<file path="config.mk">
export PLATFORM = sky130hd
export DESIGN_NAME = arith_flag_unit
export DESIGN_NICKNAME = d
export VERILOG_FILES = /design/src/rtl/afu_pkg.sv /design/src/rtl/afu_datapath.sv /design/src/rtl/afu_flag_update.sv /design/src/rtl/arith_flag_unit.sv
export SDC_FILE = /design/constraint.sdc
export NUM_CORES = 1
export LEC_CHECK = 0
export BUFFER_PORTS_ARGS = -buffer_cell sky130_fd_sc_hd__buf_2
export CAP_MARGIN = 20
export CORE_MARGIN = 1.5
export CORE_UTILIZATION = 59
export CTS_CLUSTER_SIZE = 30
export DETAILED_ROUTE_END_ITERATION = 8
export PLACE_DENSITY = 0.89
export SYNTH_ARGS = -nofsm -noshare
export SYNTH_HDL_FRONTEND = slang
export SYNTH_HIERARCHICAL = 1
export SYNTH_SLANG_ARGS = --single-unit
</file>
<file path="constraint.sdc">
create_clock -name clk_i -period 8.2 [get_ports clk_i]
set_input_delay 1.64 -clock clk_i [delete_from_list [all_inputs] [get_ports clk_i]]
set_output_delay 1.64 -clock clk_i [all_outputs]
set_load 0.005 [all_outputs]
</file>
<file path="src/rtl/afu_pkg.sv">
package afu_pkg;
  typedef enum logic [2:0] {
    OP_MOV  = 3'd0,
    OP_XCHG = 3'd1,
    OP_ADD  = 3'd2,
    OP_SUB  = 3'd3,
    OP_INC  = 3'd4,
    OP_DEC  = 3'd5,
    OP_NEG  = 3'd6,
    OP_NOP  = 3'd7
  } afu_op_e;

  localparam int FLAG_W = 16;
  localparam int CF_B = 0;
  localparam int PF_B = 2;
  localparam int AF_B = 4;
  localparam int ZF_B = 6;
  localparam int SF_B = 7;
  localparam int CTL_LO = 8;
  localparam int CTL_W = 3;
  localparam int OF_B = 11;

  typedef struct packed {
    logic cf;
    logic pf;
    logic af;
    logic zf;
    logic sf;
    logic of;
  } stat_t;
endpackage

</file>
<file path="src/rtl/afu_datapath.sv">
module afu_datapath
  import afu_pkg::*;
#(
  parameter int DATA_W = 16,
  parameter int BYTE_W = 8,
  parameter int NIB_W  = 4
) (
  input  afu_op_e             op_i,
  input  logic                wide_i,
  input  logic [DATA_W-1:0]   a_i,
  input  logic [DATA_W-1:0]   b_i,
  output logic [DATA_W-1:0]   res_o,
  output logic [DATA_W-1:0]   alt_o,
  output stat_t               stat_o
);
  localparam int HI_W = DATA_W - BYTE_W;

  logic              sub_mode;
  logic [DATA_W-1:0] opx, opy, opy_eff, ar;
  logic [DATA_W:0]   sum_w;
  logic [BYTE_W:0]   sum_b;
  logic [NIB_W:0]    sum_n;
  logic              cout, sx, sy, sr;

  always_comb begin
    opx      = a_i;
    opy      = b_i;
    sub_mode = 1'b0;
    unique case (op_i)
      OP_SUB: sub_mode = 1'b1;
      OP_INC: opy = DATA_W'(1);
      OP_DEC: begin opy = DATA_W'(1); sub_mode = 1'b1; end
      OP_NEG: begin opx = '0; opy = a_i; sub_mode = 1'b1; end
      default: ;
    endcase
  end

  // subtraction as x + ~y + 1; borrow is the inverted carry
  assign opy_eff = sub_mode ? ~opy : opy;
  assign sum_w = {1'b0, opx} + {1'b0, opy_eff} + {{DATA_W{1'b0}}, sub_mode};
  assign sum_b = {1'b0, opx[BYTE_W-1:0]} + {1'b0, opy_eff[BYTE_W-1:0]}
               + {{BYTE_W{1'b0}}, sub_mode};
  assign sum_n = {1'b0, opx[NIB_W-1:0]} + {1'b0, opy_eff[NIB_W-1:0]}
               + {{NIB_W{1'b0}}, sub_mode};

  assign ar   = wide_i ? sum_w[DATA_W-1:0] : {a_i[DATA_W-1:BYTE_W], sum_b[BYTE_W-1:0]};
  assign cout = wide_i ? sum_w[DATA_W] : sum_b[BYTE_W];
  assign sx   = wide_i ? opx[DATA_W-1] : opx[BYTE_W-1];
  assign sy   = wide_i ? opy_eff[DATA_W-1] : opy_eff[BYTE_W-1];
  assign sr   = wide_i ? ar[DATA_W-1] : ar[BYTE_W-1];

  assign stat_o.cf = cout ^ sub_mode;
  assign stat_o.af = sum_n[NIB_W] ^ sub_mode;
  assign stat_o.pf = ~^ar[BYTE_W-1:0];
  assign stat_o.zf = wide_i ? (ar == '0) : (ar[BYTE_W-1:0] == '0);
  assign stat_o.sf = sr;
  assign stat_o.of = (sx == sy) && (sr != sx);

  always_comb begin
    alt_o = '0;
    unique case (op_i)
      OP_MOV: res_o = wide_i ? b_i : {a_i[DATA_W-1:BYTE_W], b_i[BYTE_W-1:0]};
      OP_XCHG: begin
        res_o = wide_i ? b_i : {a_i[DATA_W-1:BYTE_W], b_i[BYTE_W-1:0]};
        alt_o = wide_i ? a_i : {b_i[DATA_W-1:BYTE_W], a_i[BYTE_W-1:0]};
      end
      OP_NOP:  res_o = a_i;
      default: res_o = ar;
    endcase
  end

  logic [HI_W-1:0] unused_hi;
  assign unused_hi = '0;
endmodule

</file>
<file path="src/rtl/afu_flag_update.sv">
module afu_flag_update
  import afu_pkg::*;
(
  input  afu_op_e           op_i,
  input  logic              valid_i,
  input  stat_t             stat_i,
  input  logic              ctl_we_i,
  input  logic [CTL_W-1:0]  ctl_i,
  input  logic [FLAG_W-1:0] flags_q_i,
  output logic [FLAG_W-1:0] flags_d_o
);
  localparam logic [FLAG_W-1:0] LIVE_MASK =
    FLAG_W'((1 << CF_B) | (1 << PF_B) | (1 << AF_B) | (1 << ZF_B) | (1 << SF_B) |
            (1 << OF_B) | (((1 << CTL_W) - 1) << CTL_LO));

  logic wr_all, wr_nocf;

  always_comb begin
    wr_all  = 1'b0;
    wr_nocf = 1'b0;
    if (valid_i) begin
      unique case (op_i)
        OP_ADD, OP_SUB, OP_NEG: wr_all  = 1'b1;
        OP_INC, OP_DEC:         wr_nocf = 1'b1;
        default: ;
      endcase
    end
  end

  always_comb begin
    flags_d_o = flags_q_i;
    if (wr_all) flags_d_o[CF_B] = stat_i.cf;
    if (wr_all || wr_nocf) begin
      flags_d_o[PF_B] = stat_i.pf;
      flags_d_o[AF_B] = stat_i.af;
      flags_d_o[ZF_B] = stat_i.zf;
      flags_d_o[SF_B] = stat_i.sf;
      flags_d_o[OF_B] = stat_i.of;
    end
    if (ctl_we_i) flags_d_o[CTL_LO +: CTL_W] = ctl_i;
    flags_d_o = flags_d_o & LIVE_MASK;
  end
endmodule

</file>
<file path="src/rtl/arith_flag_unit.sv">
module arith_flag_unit
  import afu_pkg::*;
#(
  parameter int DATA_W = 16,
  parameter int BYTE_W = 8
) (
  input  logic              clk_i,
  input  logic              rst_ni,
  input  logic              op_valid_i,
  input  logic [2:0]        op_i,
  input  logic              wide_i,
  input  logic [DATA_W-1:0] a_i,
  input  logic [DATA_W-1:0] b_i,
  output logic [DATA_W-1:0] res_o,
  output logic [DATA_W-1:0] alt_o,
  input  logic              ctl_we_i,
  input  logic [2:0]        ctl_i,
  output logic [15:0]       flags_o
);
  afu_op_e           op;
  stat_t             stat;
  logic [FLAG_W-1:0] flags_q, flags_d;

  assign op = afu_op_e'(op_i);

  afu_datapath #(.DATA_W(DATA_W), .BYTE_W(BYTE_W)) u_dp (
    .op_i(op), .wide_i(wide_i), .a_i(a_i), .b_i(b_i),
    .res_o(res_o), .alt_o(alt_o), .stat_o(stat)
  );

  afu_flag_update u_upd (
    .op_i(op), .valid_i(op_valid_i), .stat_i(stat),
    .ctl_we_i(ctl_we_i), .ctl_i(ctl_i),
    .flags_q_i(flags_q), .flags_d_o(flags_d)
  );

  always_ff @(posedge clk_i or negedge rst_ni) begin
    if (!rst_ni) flags_q <= '0;
    else         flags_q <= flags_d;
  end

  assign flags_o = flags_q;

  logic [5:0] stat_bits;
  assign stat_bits = {flags_q[OF_B], flags_q[SF_B], flags_q[ZF_B],
                      flags_q[AF_B], flags_q[PF_B], flags_q[CF_B]};

  assert_rsvd_zero_R12: assert property (@(posedge clk_i) disable iff (!rst_ni)
    (flags_q & 16'hF02A) == '0);
  assert_ctl_hold_R12: assert property (@(posedge clk_i) disable iff (!rst_ni)
    !ctl_we_i |=> $stable(flags_q[CTL_LO +: CTL_W]));
  assert_idle_hold_R11: assert property (@(posedge clk_i) disable iff (!rst_ni)
    !op_valid_i |=> $stable(stat_bits));
  assert_move_no_flags_R8: assert property (@(posedge clk_i) disable iff (!rst_ni)
    op_valid_i && (op_i == 3'd0 || op_i == 3'd1 || op_i == 3'd7) |=> $stable(stat_bits));
  assert_keep_carry_R9: assert property (@(posedge clk_i) disable iff (!rst_ni)
    op_valid_i && (op_i == 3'd4 || op_i == 3'd5) |=> $stable(flags_q[CF_B]));
  assert_zero_flag_R6: assert property (@(posedge clk_i) disable iff (!rst_ni)
    op_valid_i && (op_i == 3'd2 || op_i == 3'd3) |=>
      flags_q[ZF_B] == $past(wide_i ? (res_o == '0) : (res_o[BYTE_W-1:0] == '0)));
  assert_neg_carry_R10: assert property (@(posedge clk_i) disable iff (!rst_ni)
    op_valid_i && op_i == 3'd6 |=>
      flags_q[CF_B] == $past(wide_i ? (a_i != '0) : (a_i[BYTE_W-1:0] != '0)));
endmodule

</file>
* Word-level counts from Yosys, hierarchy flattened *
Cells that the tools add are included.

storage, ports and cells
  input bits = 43
  register bits after elaboration = 9

cells by class
  $add $sub $neg = 6
  bitwise gates (word level) = 3
  reductions and logical operators = 10
  eq/ne operators = 9
  muxes and demuxes = 18

operators by type and width
  cell                                                 number
  2-to-1 mux 16 bit                                    6
  one-hot mux 16 bit (2 select lines)                  2
  adder 16 x 16 -> 17 bit                              1
  adder 17 x 1 -> 17 bit                               1
  zero test 16 bit                                     1
  NOT 16 bit                                           1
  equality test 3 bit, second input constant           4
  2-to-1 mux 1 bit                                     10
  adder 8 x 8 -> 9 bit                                 1
  adder 9 x 1 -> 9 bit                                 1
  zero test 8 bit                                      1
  XNOR reduction 8 bit                                 1
  equality test 3 x 2 -> 1 bit, second input constant  2
  OR reduction 3 bit                                   2
  adder 4 x 4 -> 5 bit                                 1
  adder 5 x 1 -> 5 bit                                 1
  OR reduction 2 bit                                   2
  equality test 3 x 1 -> 1 bit, second input constant  1
  zero test 3 bit                                      1
  bitwise XOR 1 bit                                    2
  equality test 1 bit                                  1
  logical AND 1 bit                                    1
  logical OR 1 bit                                     1
  != test 1 bit                                        1

* Logic depth before layout (Yosys ltp) *
  word-level depth = 11
  depth in mapped cells = 22
  depth with buffers taken out = 20

* By module *
Netlist, hierarchy kept.

modules (own cells, without submodules)
  module           cells each  times used  area each (um^2)
  afu_datapath     380         1           2401.1
  arith_flag_unit  16          1           400.4
  afu_flag_update  49          1           374.1

* Least setup slack after synthesis *
OpenSTA, ideal clock, no wires.

  kind = input port to output port
  start = input port op_i[2]
  end = output port res_o[13]
  arrival time = 4859 ps
  cell stages on the path = 14
  buffers on the path = 3
  data required time = 6560 ps
  setup slack = 1701 ps
  cells stage by stage = buf_1 > buf_1 > buf_1 > xor2_1 > a21oi_1 > ha_1 > a21o_1 > a221o_1 > a21oi_2 > o2111ai_2 > nand2_1 > xnor2_1 > mux2_2 > a221o_1

on the way
  longest elaborated chain between the ends = 9

RTL lines
  what                                   line                   source
  start, declared                        arith_flag_unit.sv:10  input logic [2:0] op_i,
  equality test 3 bit                    afu_datapath.sv:29     unique case (op_i)
  OR reduction 2 bit (no source line)    --
  one-hot mux 16 bit (2 select lines)    afu_datapath.sv:29
  NOT 16 bit                             afu_datapath.sv:39     assign opy_eff = sub_mode ? ~opy : opy;
  2-to-1 mux 16 bit                      afu_datapath.sv:39
  adder 16 x 16 -> 17 bit                afu_datapath.sv:40     assign sum_w = {1'b0, opx} + {1'b0, opy_eff} + {{DATA_W{1'b0}}, sub_mode};
  adder 17 x 1 -> 17 bit                 afu_datapath.sv:40
  2-to-1 mux 16 bit                      afu_datapath.sv:46     assign ar = wide_i ? sum_w[DATA_W-1:0] : {a_i[DATA_W-1:BYTE_W], sum_b[BYTE_W-1:0]};
  one-hot mux 16 bit (2 select lines) *  afu_datapath.sv:61     unique case (op_i)
  end, declared                          arith_flag_unit.sv:14  output logic [DATA_W-1:0] res_o,

Mark *: on every way between the ends. The rest lies on a longest branch, timed or not.

* Worst setup path in the final report *
  start = input port op_i[2]
  end = output port res_o[15]

The elaborated chain is that of the path after synthesis.

==> results by group <==
Outcome
  • Status: finished, final reports clean

STA
  • Worst Tran Pin Value: between 1 and 1.5 ns
  • RSZ-0062 raised after global routing: false
  • Final period util: 88.2%
  • Slew margin rel.: 29.2%
  • Final Setup Violations: 0
  • Final Hold Vio Count: 0
  • Max Clk Rate: approximately 140 MHz
  • Max Transition Viols Final: 0
  • Min Tclk post-route: 7.23 ns
  • Worst Setup Slack, final: a little under 1 ns
  • Worst clock skew: 0 ns
  • Setup_tns: 0 ns

Critical path
  • Critical R2R Capture: flags_o[4]
  • Worst reg2reg path depth: 3
  • R2R Setup Slk: 7.15 ns
  • Crit end category: primary output
  • Crit Path Max Fanout: 21
  • Crit Path Class: in -> out
  • Data arrival time of the critical path: roughly 5.6 ns
  • Worst r2r src: flags_o[4]
  • Critical Path Start Type: input pin
  • Critical path required time: 6.56 ns

Job
  • Max_cap viols: 0

Clocking
  • # hold bufs at CTS: 0
  • Clock Pin Slew Worst Setup and Hold Paths: 0.05 ns
  • Num CTS Buffers: 3
  • Cts repair resizes: 0
  • Later-pin clock latency in the skew report: between 0.2 and 0.3 ns
  • Postcts setup bufs: 0
  • Htree depth: 1
  • Root Driver: clkbuf_8
  • CTS tree: yes
  • Max Root-Sink Buffers: 2
  • CTS Sinks: 16

Detailed routing
  • Final ANT Viol Nets: 0
  • DRT Pass-1 Iters: 5
  • DRC viols: 0
  • DR iter-0 viols: 405
  • Vias per inst: approximately 6.3
  • Routed length per instance: 16.6 um
  • Via count: 3689
  • Total wire length: 9640 um

Global routing
  • First-pass GRT wire length: ~15000 um
  • GRT overflow: 0
  • GRT Total Usage: 31.8%
  • Number of global-route vias before repair: 3119
  • Largest net degree at the start of global routing: 50
  • Initial antenna violation count: 0

Floorplan
  • Core outline area: 5140 um2
  • Die X-Extent: 76.4 um
  • Row count: 26
  • Initial core utilization: between 60% and 70%
  • Die H: roughly 76 um
  • Die ar.: 5830 um2
  • I/O pin count: 91

Layout
  • Max FFs per register: 16
  • N_diodes: 0
  • Share of post-route cells with drive strength above 1: between 20 and 25%
  • Finished layout cell area: 3630 um2
  • Syn-to-layout area delta: 14.3%
  • Final nets: 577

Min path
  • Hold Path Stages: 1
  • Hold wc startpoint: flags_o[9]
  • Min-Delay Endpoint: flags_o[9]
  • Hold Path Class: reg -> reg

Place
  • Port buffer count: 90
  • Pre-CTS setup slack: 1.04 ns
  • GPL Wtd Cong: 1.05
  • Hpwl dp: 7180 um
  • Area after DPL: 3580 um2

Synthesis
  • Mapped Area: 3180 um2
  • Syn Inst Count: 445
  • Synth Register Bits: 16
  • Mapped Avg Cell Area: between 7 and 8 um2
  • Distinct cells, synth: 69
  • Seq/Total Area, Yosys: 12.6%
  • Yosys warnings: 6
  • Primary FF master, synth: dfrtp_1
  • Post-synth ARST share: 100%
  • Number of synthesized flops with an enable pin: 0

Pwr
  • Pint: 0.295 mW
  • Psw: 0.245 mW
  • Pwr/cell area: 149 nW/um2
  • Combinational power share: 69.0%
  • Sequential fraction of design power: 18.6%
  • Clock power share: about an eighth
  • Worst vdd ir: roughly 0.00016 V
  • Switching Share: 45.4%
  • Static Leak: 1.69 nW
  • Overall power: between 0.5 and 0.6 mW
## area by class of cell
cell class | count | area (um2)
Clock buffer | 4 | 55.1
Fill cell | 447 | 1510
Inverter | 15 | 56.3
Multi-Input combinational cell | 383 | 2550
Sequential cell | 16 | 400
Tap cell | 70 | 87.6
Timing Repair Buffer | 94 | 480
## placed cells by master (no fill, tap or decap), types with 7 or more instances in the layout
| cell type | Yosys | final |
|---|---|---|
| buf_2 | 2 | 90 |
| nor2_1 | 62 | 62 |
| a21oi_1 | 46 | 46 |
| o21ai_0 | 23 | 22 |
| xor2_1 | 20 | 20 |
| o22ai_1 | 20 | 20 |
| nand2_1 | 20 | 20 |
| ha_1 | 20 | 20 |
| dfrtp_1 | 16 | 16 |
| and2_1 | 16 | 16 |
| inv_1 | 15 | 15 |
| and3_1 | 14 | 14 |
| xnor2_1 | 10 | 10 |
| mux2i_1 | 8 | 8 |
| nand2b_1 | 7 | 7 |
| a22oi_1 | 7 | 7 |
| conb_1 | 1 | 7 |
## synthesized netlist by cell type, types with 6 or more instances
cell type / instances / area share [%]
o21ai_0: 23 / 3.6
inv_1: 15 / 1.8
and2_1: 16 / 3.2
nand3b_1: 6 / 1.4
xnor2_1: 10 / 2.8
a22oi_1: 7 / 1.7
dfrtp_1: 16 / 13
and3_1: 14 / 2.8
a21oi_1: 46 / 7.2
nand3_1: 6 / 0.95
a21o_1: 6 / 1.4
xor2_1: 20 / 5.5
buf_4: 9 / 2.1
nand2b_1: 7 / 1.4
ha_1: 20 / 7.9
clkbuf_1: 20 / 2.4
a211oi_2: 6 / 2.4
nor2_1: 62 / 7.3
nand2_1: 20 / 2.4
a32oi_1: 6 / 1.7
mux2i_1: 8 / 2.5
o22ai_1: 20 / 3.9
## metrics by stage
step	cells	util (%)	hold WS, ns
2_1_floorplan	451	-	0.505
3_3_place_gp	578	69.6	0.482
3_5_place_dp	578	69.6	0.490
4_1_cts	582	70.6	0.520
5_1_grt	582	70.6	0.539
6_report	582	70.6	0.517
## power groups by stage
stage	logic, mW	clock network, mW	registers (mW)
after floorplan	0.261	0	0.102
after global placement	0.355	0	0.100
after detailed placement	0.363	0	0.102
after CTS	0.365	0.0692	0.101
after global routing	0.404	0.0739	0.102
final	0.373	0.0668	0.100
## worst max path at each step
stage,from,to,depth (start not counted)
final,op_i[2],res_o[15],15
after CTS,op_i[2],res_o[15],15
after global routing,op_i[2],res_o[15],15
after floorplan,op_i[2],res_o[13],14
after detailed placement,op_i[2],res_o[15],15
after global placement,op_i[2],res_o[15],15
## layer usage
metal,GRT usage [%],up-vias,wire [um]
met5,0,-,0
met4,9.81,0,230
met3,1.80,27,857
met2,53.7,212,4500
met1,43.5,1693,4050
li1,-,1757,-
## kinds of logic (layout without fill, tap and decap cells)
group,after synthesis,in the layout,synth area share (%)
adders and majority gates,21,21,8.51
buffers and inverters,52,113,7.76
AOI/OAI and AO/OA,154,154,33.4
and+or+nand+nor,158,158,24.9
xor gates and xnor gates,30,30,8.27
muxes,13,13,4.41
other,1,7,0.118
DFF,16,16,12.6
## worst max-delay path, cell delays in order
cell and delay (ns):
buf_2 0.34, inv_1 0.15, nor2_1 0.82, nor2_1 0.12
o22ai_1 0.19, a21oi_1 0.06, ha_1 0.36, and3_1 0.22
a221o_1 0.33, a21oi_2 0.19, o2111ai_2 0.20, a2111oi_2 0.41
nor3_2 0.09, o31ai_1 0.28, buf_2 0.18
(Power assumes the default switching activity.)
